[src/rtl/ctlbus_pkg.sv]
package ctlbus_pkg;
  localparam int BYTE_W = 8;

  typedef enum logic [2:0] {
    LS_IDLE,
    LS_RX,
    LS_RX_ACK,
    LS_TX,
    LS_TX_ACK
  } link_state_t;
endpackage

[src/rtl/ctlbus_sync.sv]
module ctlbus_sync #(
  parameter int STAGES = 2
) (
  input  logic clk,
  input  logic rst,
  input  logic din,
  output logic lvl,
  output logic lvl_prev
);
  logic [STAGES-1:0] chain;

  always_ff @(posedge clk) begin
    if (rst) begin
      chain    <= '1;
      lvl_prev <= 1'b1;
    end else begin
      chain    <= {chain[STAGES-2:0], din};
      lvl_prev <= chain[STAGES-1];
    end
  end

  assign lvl = chain[STAGES-1];
endmodule

[src/rtl/ctlbus_regfile.sv]
module ctlbus_regfile #(
  parameter int NUM_REGS = 4,
  parameter int PW = 3,
  parameter logic [8*NUM_REGS-1:0] REG_INIT = '0
) (
  input  logic                  clk,
  input  logic                  rst,
  input  logic                  wr_en,
  input  logic [PW-1:0]         wr_addr,
  input  logic [7:0]            wr_data,
  input  logic [PW-1:0]         rd_addr,
  output logic [7:0]            rd_data,
  output logic [8*NUM_REGS-1:0] regs_q
);
  localparam logic [PW-1:0] LIMIT = PW'(NUM_REGS);

  always_ff @(posedge clk) begin
    if (rst) regs_q <= REG_INIT;
    else if (wr_en && (wr_addr < LIMIT)) regs_q[8*wr_addr +: 8] <= wr_data;
  end

  logic [7:0] rd_vec [NUM_REGS];
  for (genvar g = 0; g < NUM_REGS; g++) begin : g_rd
    assign rd_vec[g] = regs_q[8*g +: 8];
  end

  always_comb begin
    rd_data = 8'h00;
    for (int i = 0; i < NUM_REGS; i++)
      if (rd_addr == PW'(i)) rd_data = rd_vec[i];
  end

  // the link never requests a write outside the bank
  p_write_in_bank_r6: assert property (@(posedge clk) disable iff (rst)
    wr_en |-> (wr_addr < LIMIT));
endmodule

[src/rtl/ctlbus_link.sv]
module ctlbus_link
  import ctlbus_pkg::*;
#(
  parameter int NUM_REGS = 4,
  parameter int PW = 3,
  parameter logic [6:0] DEV_ADDR = 7'b1101001
) (
  input  logic          clk,
  input  logic          rst,
  input  logic          scl_lvl,
  input  logic          sda_lvl,
  input  logic          scl_rise,
  input  logic          scl_fall,
  input  logic          start_det,
  input  logic          stop_det,
  input  logic [7:0]    rd_data,
  output logic [PW-1:0] rd_addr,
  output logic          wr_en,
  output logic [PW-1:0] wr_addr,
  output logic [7:0]    wr_data,
  output logic          sda_low
);
  localparam logic [PW-1:0] LIMIT = PW'(NUM_REGS);

  link_state_t state;
  logic [3:0]    bitcnt;
  logic [2:0]    txcnt;
  logic [7:0]    shreg;
  logic [7:0]    txsh;
  logic [PW-1:0] ptr;
  logic [1:0]    dummy_left;
  logic          addr_phase;
  logic          rw;
  logic          ack_ok;

  assign rd_addr = ptr;

  always_ff @(posedge clk) begin
    wr_en <= 1'b0;
    if (rst) begin
      state      <= LS_IDLE;
      sda_low    <= 1'b0;
      bitcnt     <= '0;
      txcnt      <= '0;
      shreg      <= '0;
      txsh       <= '0;
      ptr        <= '0;
      dummy_left <= '0;
      addr_phase <= 1'b0;
      rw         <= 1'b0;
      ack_ok     <= 1'b0;
      wr_addr    <= '0;
      wr_data    <= '0;
    end else if (start_det) begin
      state      <= LS_RX;
      sda_low    <= 1'b0;
      bitcnt     <= '0;
      ptr        <= '0;
      dummy_left <= 2'd2;
      addr_phase <= 1'b1;
    end else if (stop_det) begin
      state   <= LS_IDLE;
      sda_low <= 1'b0;
    end else begin
      unique case (state)
        LS_RX: begin
          if (scl_rise && bitcnt != 4'd8) begin
            shreg  <= {shreg[6:0], sda_lvl};
            bitcnt <= bitcnt + 4'd1;
          end else if (scl_fall && bitcnt == 4'd8) begin
            if (addr_phase) begin
              if (shreg[7:1] == DEV_ADDR) begin
                rw      <= shreg[0];
                sda_low <= 1'b1;
                state   <= LS_RX_ACK;
              end else begin
                state <= LS_IDLE;
              end
            end else begin
              sda_low <= 1'b1;
              state   <= LS_RX_ACK;
              if (dummy_left != 2'd0) begin
                dummy_left <= dummy_left - 2'd1;
              end else if (ptr < LIMIT) begin
                wr_en   <= 1'b1;
                wr_addr <= ptr;
                wr_data <= shreg;
                ptr     <= ptr + 1'b1;
              end
            end
          end
        end
        LS_RX_ACK: begin
          if (scl_fall) begin
            addr_phase <= 1'b0;
            bitcnt     <= '0;
            if (addr_phase && rw) begin
              state   <= LS_TX;
              txsh    <= rd_data;
              txcnt   <= '0;
              sda_low <= ~rd_data[7];
            end else begin
              state   <= LS_RX;
              sda_low <= 1'b0;
            end
          end
        end
        LS_TX: begin
          if (scl_fall) begin
            if (txcnt == 3'd7) begin
              sda_low <= 1'b0;
              ack_ok  <= 1'b0;
              state   <= LS_TX_ACK;
            end else begin
              txsh    <= {txsh[6:0], 1'b0};
              sda_low <= ~txsh[6];
              txcnt   <= txcnt + 3'd1;
            end
          end
        end
        LS_TX_ACK: begin
          if (scl_rise) begin
            if (sda_lvl) begin
              state <= LS_IDLE;
            end else begin
              ack_ok <= 1'b1;
              if (ptr < LIMIT) ptr <= ptr + 1'b1;
            end
          end else if (scl_fall && ack_ok) begin
            state   <= LS_TX;
            txsh    <= rd_data;
            txcnt   <= '0;
            sda_low <= ~rd_data[7];
          end
        end
        default: begin
          sda_low <= 1'b0;
        end
      endcase
    end
  end

  // a stop always leaves the line released
  p_release_after_stop_r2: assert property (@(posedge clk) disable iff (rst)
    stop_det |=> !sda_low);

  // the drive is only asserted after SCL was seen low
  p_drive_only_scl_low_r10: assert property (@(posedge clk) disable iff (rst)
    $rose(sda_low) |-> !$past(scl_lvl));

  // an idle slave never pulls the line
  p_idle_released_r8: assert property (@(posedge clk) disable iff (rst)
    (state == LS_IDLE) |-> !sda_low);
endmodule

[src/rtl/ctlbus_regslave.sv]
module ctlbus_regslave #(
  parameter int NUM_REGS = 4,
  parameter logic [6:0] DEV_ADDR = 7'b1101001,
  parameter logic [8*NUM_REGS-1:0] REG_INIT = 32'h8E_F0_7F_FF,
  parameter int SYNC_STAGES = 2
) (
  input  logic                  clk,
  input  logic                  rst,
  input  logic                  scl_i,
  input  logic                  sda_i,
  output logic                  sda_drive_low,
  output logic [8*NUM_REGS-1:0] regs_o
);
  localparam int PW = $clog2(NUM_REGS + 1);

  logic scl_s, scl_p, sda_s, sda_p;
  logic scl_rise, scl_fall, start_det, stop_det;
  logic wr_en;
  logic [PW-1:0] wr_addr, rd_addr;
  logic [7:0] wr_data, rd_data;

  ctlbus_sync #(.STAGES(SYNC_STAGES)) u_scl_sync (
    .clk(clk), .rst(rst), .din(scl_i), .lvl(scl_s), .lvl_prev(scl_p));
  ctlbus_sync #(.STAGES(SYNC_STAGES)) u_sda_sync (
    .clk(clk), .rst(rst), .din(sda_i), .lvl(sda_s), .lvl_prev(sda_p));

  assign scl_rise  = scl_s & ~scl_p;
  assign scl_fall  = ~scl_s & scl_p;
  assign start_det = scl_s & scl_p & sda_p & ~sda_s;
  assign stop_det  = scl_s & scl_p & ~sda_p & sda_s;

  ctlbus_link #(.NUM_REGS(NUM_REGS), .PW(PW), .DEV_ADDR(DEV_ADDR)) u_link (
    .clk(clk), .rst(rst), .scl_lvl(scl_s), .sda_lvl(sda_s),
    .scl_rise(scl_rise), .scl_fall(scl_fall),
    .start_det(start_det), .stop_det(stop_det),
    .rd_data(rd_data), .rd_addr(rd_addr),
    .wr_en(wr_en), .wr_addr(wr_addr), .wr_data(wr_data),
    .sda_low(sda_drive_low));

  ctlbus_regfile #(.NUM_REGS(NUM_REGS), .PW(PW), .REG_INIT(REG_INIT)) u_regs (
    .clk(clk), .rst(rst), .wr_en(wr_en), .wr_addr(wr_addr), .wr_data(wr_data),
    .rd_addr(rd_addr), .rd_data(rd_data), .regs_q(regs_o));

  // the bank only moves the cycle after a write request
  p_regs_only_on_write_r9: assert property (@(posedge clk) disable iff (rst)
    !$past(wr_en) |-> $stable(regs_o));
endmodule

[config.mk]
export PLATFORM = sky130hd
export DESIGN_NAME = ctlbus_regslave
export DESIGN_NICKNAME = d
export VERILOG_FILES = /design/src/rtl/ctlbus_pkg.sv /design/src/rtl/ctlbus_sync.sv /design/src/rtl/ctlbus_regfile.sv /design/src/rtl/ctlbus_link.sv /design/src/rtl/ctlbus_regslave.sv
export SDC_FILE = /design/constraint.sdc
export NUM_CORES = 1
export LEC_CHECK = 0
export CORE_MARGIN = 4
export CORE_UTILIZATION = 51
export DETAILED_ROUTE_END_ITERATION = 7
export GPL_TIMING_DRIVEN = 0
export PLACE_DENSITY = 0.77
export SYNTH_ARGS = -nofsm -noshare
export SYNTH_HDL_FRONTEND = slang
export SYNTH_SLANG_ARGS = --single-unit
[constraint.sdc]
create_clock -name clk -period 2.1 [get_ports clk]
set_input_delay 0.21 -clock clk [delete_from_list [all_inputs] [get_ports clk]]
set_output_delay 0.21 -clock clk [all_outputs]
set_load 0.1 [all_outputs]
# [Word level (Yosys, flattened, before mapping)]
# Cells that the tools add are included.
[totals] romBits=0 regBits=84 latchBits=0 mem_count=0 ramBits=0 word_cells=194
[classes] shifts=2 n_lt_le_gt_ge=2 eq_ne=38 reduce_logical=34 n_mul=0 addsub=5 n_div=0 n_bitwise=20 n_mux=72
[ops] cell="two-way mux 3 bit" count=21
[ops] cell="two-way mux 7 bit" count=6
[ops] cell="negation 6 -> 34 bit" count=1
[ops] cell="variable shift 8 x 34 -> 32 bit, first input constant" count=1
[ops] cell="indexed part select 8 x 34 -> 32 bit" count=1
[ops] cell="bitwise mux 32 bit" count=1
[ops] cell="two-way mux 8 bit" count=4
[ops] cell="AND reduction 8 bit" count=4
[ops] cell="two-way mux 1 bit" count=21
[ops] cell="one-hot mux 7 bit (3 select lines)" count=1
[ops] cell="AND reduction 7 bit" count=3
[ops] cell="two-way mux 2 bit" count=10
[ops] cell="inequality test 2 bit, second input constant" count=9
[ops] cell="nonzero test 2 bit" count=9
[ops] cell="inequality test 2 x 1 -> 1 bit, second input constant" count=8
[ops] cell="inequality test 4 x 3 -> 1 bit, second input constant" count=4
[ops] cell="inverter 1 bit" count=13
[ops] cell="== test 3 x 2 -> 1 bit, second input constant" count=4
[ops] cell="one-hot mux 3 bit (4 select lines)" count=1
[ops] cell="AND reduction 6 bit" count=2
[ops] cell="one-hot mux 3 bit (3 select lines)" count=1
[ops] cell="AND reduction 9 bit" count=1
[ops] cell="two-way mux 4 bit" count=2
[ops] cell="inequality test 4 bit, second input constant" count=2
[ops] cell="27 further kinds" count=43

# [Depth between registers and ports, before layout]
[depth] depth_word=9 mapped_depth=8

# [Modules after synthesis]
# From an unflattened synthesis, not the netlist that was laid out.
[unflattened] hier_cells=455 hier_area_um2=4197.8
[modules_own_cells] mod="ctlbus_link" n_inst=1 area_each_um2=2382.3 seq_area_each_um2=920.9 cells_each=275
[modules_own_cells] mod="ctlbus_regfile" n_inst=1 area_each_um2=1625.3 seq_area_each_um2=640.6 cells_each=164
[modules_own_cells] mod="ctlbus_sync" n_inst=2 area_each_um2=78.8 seq_area_each_um2=60.1 cells_each=6
[modules_own_cells] mod="ctlbus_regslave" n_inst=1 area_each_um2=32.5 seq_area_each_um2=0.0 cells_each=4

# [Worst setup path before layout]
# Ideal clock, no wire load.
[synth_path] path_type="register to register" start="register u_link.wr_addr[0]" end="register u_regs.regs_q[0]" required_time_ns=1.980 period_less_slack_ns=1.974 n_path_buf=0 setup_ns=0.120 stages_incl_launch_ff=7 arrival_ns=1.854 path_slack_ns=0.126 path_cell_list="dfxtp_1 > inv_1 > ha_1 > ha_1 > nor4b_2 > nand2_1 > a211o_1"
[synth_via] elab_chain_cells=3 elab_cells_between_ends=6 cone_classes="add/sub (1); order compare (1); shift (2); mux (1); reduce/logical (1)"
[synth_rtl] element="start: declaration" line="ctlbus_link.sv:19" text="output logic [PW-1:0] wr_addr,"
[synth_rtl] element="start signal: assignment" line="ctlbus_link.sv:86" text="wr_addr <= ptr;"
[synth_rtl] element="negation 6 -> 34 bit" line="ctlbus_regfile.sv:19" text="else if (wr_en && (wr_addr < LIMIT)) regs_q[8*wr_addr +: 8] <= wr_data;"
[synth_rtl] element="indexed part select 8 x 34 -> 32 bit or variable shift 8 x 34 -> 32 bit (tied branches)" line="ctlbus_regfile.sv:19"
[synth_rtl] element="bitwise mux 32 bit" line="ctlbus_regfile.sv:19"
[synth_rtl] element="end signal: indexed assignment" line="ctlbus_regfile.sv:19"
[synth_rtl] element="end: declaration" line="ctlbus_regfile.sv:13" text="output logic [8*NUM_REGS-1:0] regs_q"
# Several ways; a longest one is shown, not always the timed one.
# A chain may end at the register's enable or synchronous reset.

# [Final worst setup path]
[layout_path] start="register u_link.sda_low" end="output sda_drive_low"
[layout_lines] element="start: declaration" line="ctlbus_link.sv:21" text="output logic sda_low"
[layout_lines] element="start signal: assignment" line="ctlbus_link.sv:101" text="sda_low <= ~rd_data[7];"
[layout_lines] element="start signal: assignment" line="ctlbus_link.sv:116" text="sda_low <= ~txsh[6];"
[layout_lines] element="start signal: assignment" line="ctlbus_link.sv:133" text="sda_low <= ~rd_data[7];"
[layout_lines] element="end: declaration" line="ctlbus_regslave.sv:11" text="output logic sda_drive_low,"
# No word-level cell between the ends.

==> results by stage <==
Hold path:
- The worst min-delay path category is reg2reg.
- The hold-critical path endpoint is u_sda_sync.chain[1].
- The worst min-delay path startpoint is u_sda_sync.chain[0].
- The number of stages on the worst hold path is 1.

Status:
- The flow ran to the end, and the final reports show no timing, DRC or antenna violations.

STA:
- The setup slack after layout is 0.0623 ns.
- The worst slew margin relative to its limit is 33.7%.
- The final-report max-slew violation count came to 0.
- The minimum clock period after layout is 2.04 ns.
- Setup violations remaining at the end of the flow were counted as 0.
- Derived from the worst setup path, the maximum achievable clock frequency is 0.491 GHz.
- The number of hold violations in the final report is 0.
- The slew at the pin closest to its max-slew limit is between 0.9 and 1 ns.
- Setup repair after global routing could not meet its margin everywhere.
- The share of the clock period used by the worst path is 97.0%.
- In the final timing run, aggregate negative setup slack is 0 ns.
- The clock skew after layout is 0.0128 ns.

Setup path:
- The nature of the critical path endpoint is a primary output.
- Along the worst path, the maximum fanout reaches 2.
- The required time at the endpoint of the critical path is 1.89 ns.
- The cell family contributing the most delay on the critical path is buffers and inverters.
- The total buffers and inverters traversed by the critical path is 1.
- The critical path in this run is classified as reg2out.
- The data arrival time of the worst path is ~1.8 ns.
- The worst setup path is launched from a flop.
- The standard cell with the maximum stage delay on the critical path is clkdlybuf4s50_1.
- The reg-to-reg setup timing slack is around 0.07 ns.
- The path length in cells of the critical path is 1.
- Counting cells, the worst reg-to-reg path comes to 8.
- Traced cell by cell, the critical path runs through clkdlybuf4s50_1.
- The capturing point of the worst reg2reg path is u_link.wr_addr[0].
- The worst flop-to-flop path startpoint is u_link.bitcnt[0].
- The longest individual stage delay on the worst path is 1.13 ns.

Detailed routing:
- After the first detailed-routing iteration, the DRC count stood at 170.
- The average wire per cell in the routed design is between 15 and 20 µm.
- The post-route antenna net violation count is 0.
- The first detailed-routing pass ran for 5 iterations.
- For this block, the via count after detailed routing is roughly 3.4k.
- The aggregate routed wire length is 10,200 µm.
- Using the TritonRoute via totals, the vias-per-cell ratio works out to 5.82.
- For this run, design rule violations remaining after detail routing come to 0.

Floorplan:
- Measured along the y axis, the die boundary spans 95.5 µm.
- In this run the core area contains 31 standard-cell rows.
- The effective utilization at floorplan is between 50% and 60%.
- The count of pins on the block boundary is 37.
- In this run the horizontal extent of the chip is 95.5 µm.
- The placeable core region is around 7300 µm².
- The floorplan step defined a die boundary enclosing roughly 9100 µm².

Synthesis:
- The number of nets produced by synthesis is approximately 440.
- The cell count after synthesis is between 400 and 500.
- The count of flip-flops with a built-in enable after synthesis is 0.
- Counting flops and latches in the post-synthesis netlist gives between 80 and 90.
- The most used flip-flop cell after synthesis is dfxtp_1.
- The proportion of synthesized flip-flops having asynchronous set or reset is 0%.
- The top cell type by area accounts for 43.0% of the synthesized area.
- The distinct cell type count after synthesis is 57.
- By area the synthesized netlist is led by dfxtp_1 43%, mux2i_1 7.7%, a211o_1 6.5%, nor2_1 5.3%, ha_1 3.5%.
- The count of yosys warnings during synthesis is 0.
- The largest total area in the synthesized netlist belongs to dfxtp_1.
- The synthesized netlist occupies a cell area of 3910 µm².
- For this run, the register share of the synthesized area comes to about 43%.
- The synthesized area per cell is about 9.1 µm².

CTS:
- The H-tree was split into 3 levels.
- The CTS clock-pin slew for the worst setup and hold paths is roughly 0.080 ns.
- The TritonCTS clock tree is built.
- In this run, post-CTS hold repair placed 0 buffers.
- The maximum count of clock buffers along a single path is 2.
- The number of clock buffers added by TritonCTS is 9.
- The tree built by TritonCTS fans out to 84 sinks.
- At the later pin of the worst-skew pair, clock insertion delay measures roughly 0.35 ns.
- Clock tree synthesis selected as its root buffer the cell clkbuf_8.

Placed design:
- The post-placement setup slack is -0.264 ns.
- Port buffering added 36 buffers.
- In this run, placement finished with an instance count of 564.
- The final estimated routing congestion in global placement is 0.883.
- Detailed placement ended at an HPWL of 7190 µm.

Layout:
- For this run, the post-layout net count is 498.
- The fraction of final layout cells sized beyond drive strength 1 is between 10 and 15%.
- The non-filler instance count after layout is slightly below 600.
- Cells fill 65.0% of the core in the end.
- Relative to the synthesized area, the layout overhead comes to 22.0%.
- 0 antenna diodes ended up in the layout.

Pwr:
- The analysis attributes to cell leakage a power of 1.95 nW.
- Overall power consumption after layout is estimated at 3.24 mW.
- The areal power density over the cells is 679 nW/µm².
- The worst-case vdd ir drop is between 0.6 and 0.7 mV.

Global route:
- The initial antenna violation count is 0.
- The global-route wire length before repair is 16,400 µm.
- Entering global routing, the biggest net connects 15 pins.
- Global routing consumed, over all layers together, 23.3% of the routing resources.
- The number of global-route vias before repair was 3,319.
- Global routing finished with a remaining overflow of 0.

Run:
- The max-cap check violation count is 0.
==> power by group <==
part / leakage (nW) / internal [mW] / switching, mW / total, mW
sequential: 0.681 / 1.61 / 0.0199 / 1.63
combinational: 1.16 / 0.119 / 0.191 / 0.310
clock: 0.106 / 0.707 / 0.587 / 1.29
total: 1.95 / 2.44 / 0.798 / 3.24
==> layer usage <==
layer	global-route usage (%)	up-vias	routed length, µm
met1	30.6	1647	4450
li1	-	1634	-
met4	5.92	0	157
met5	0	-	0
met3	7.97	16	800
met2	36.9	122	4780
==> kinds of logic after synthesis <==
group | count (synthesis) | share of synthesized area (%)
AO/OA/AOI/OAI | 92 | 17.4
XOR/XNOR | 5 | 1.12
adder cells (fa/ha/maj) | 11 | 3.52
buffers and inverters | 41 | 4.29
flip-flops | 84 | 43.0
multiplexers | 31 | 7.98
AND/OR/NAND/NOR | 165 | 22.7
==> worst register-to-register path: stages, from the launching register on <==
cell	delay, ns
dfxtp_1	0.35
inv_1	0.07
ha_1	0.15
nand3b_1	0.20
or3_4	0.43
nor3_4	0.25
buf_4	0.20
mux2i_1	0.19
nor2_1	0.06
==> synthesized netlist by cell type (3+ instances only) <==
| library cell | instances |
|---|---|
| dfxtp_1 | 84 |
| nor2_1 | 55 |
| mux2i_1 | 30 |
| a211o_1 | 29 |
| nand2_1 | 27 |
| a21oi_1 | 26 |
| inv_1 | 20 |
| nand2b_1 | 14 |
| clkbuf_1 | 13 |
| ha_1 | 11 |
| nor2b_1 | 11 |
| o21ai_0 | 11 |
| and3_1 | 9 |
| or2_2 | 8 |
| a32oi_1 | 6 |
| nand3_1 | 6 |
| nor3_1 | 6 |
| buf_2 | 5 |
| xnor2_1 | 4 |
| and2_1 | 3 |
| nand4_1 | 3 |
==> sequential cells by signal (all words and copies together) (netlist names), 3 cells and up <==
name / cells
u_link.bitcnt: 4
u_link.wr_addr: 3
u_link.rd_addr: 3
u_link.wr_data: 8
u_link.txcnt: 3
u_link.txsh: 7
u_link.shreg: 8
u_regs.regs_q: 32
u_link.state: 3
==> layout by cell type, fill, tap and decap left out, types with 3 or more instances in the layout <==
master,Yosys,layout
o21ai_1,1,5
dlymetal6s2s_1,0,18
inv_1,20,20
ha_1,11,11
dfxtp_1,84,80
clkbuf_1,13,11
buf_6,1,3
o21ai_0,11,7
nor2b_1,11,8
dlygate4sd2_1,0,14
a32oi_1,6,6
or3_4,2,3
buf_4,0,7
a21oi_1,26,26
and2_1,3,3
nand2_1,27,26
nand4_1,3,3
nor2_1,55,54
nor3_1,6,6
clkdlybuf4s50_1,0,4
a211o_1,29,29
mux2i_1,30,30
dfxtp_2,0,4
xnor2_1,4,4
or2_2,8,8
buf_2,5,5
nand2b_1,14,14
and3_1,9,8
clkbuf_8,0,10
nand3_1,6,6
==> area by class of cell <==
| type | count | area, µm² |
|---|---|---|
| Multi-Input combinational cell | 304 | 2100 |
| Buffer | 21 | 110 |
| Sequential cell | 84 | 1690 |
| Clock inverter | 5 | 83.8 |
| Tap cell | 99 | 124 |
| Inverter | 20 | 75.1 |
| Timing Repair Buffer | 43 | 440 |
| Clock buffer | 11 | 141 |
| Fill cell | 592 | 2560 |
==> per-stage QoR <==
step	cell area, µm²	hold WS [ns]
floorplan	3910	0.314
CTS	4630	0.414
global route	4770	0.417
detailed placement	4390	0.394
global placement	4390	0.393
finish	4770	0.413
==> worst max-delay path by stage <==
stage / from / end / slack, ns
after floorplan: u_link.wr_addr[0] / u_regs.regs_q[0] / 0.13
after global placement: u_link.wr_addr[0] / u_regs.regs_q[6] / -0.19
after detailed placement: u_link.wr_addr[0] / u_regs.regs_q[2] / -0.26
after CTS: u_regs.regs_q[6] / regs_o[6] / 0.002
after global routing: u_link.bitcnt[0] / u_link.wr_data[4] / -0.03
final: u_link.sda_low / sda_drive_low / 0.06
==> timing repair <==
action                     in CTS  in global routing
setup buffers                   1                  5
hold endpoints to repair        0                  0
gates resized for setup        24                 40
cloned                          0                  1
setup endpoints to repair      51                 68
pin swaps                       1                  2
(Power assumes the default switching activity.)
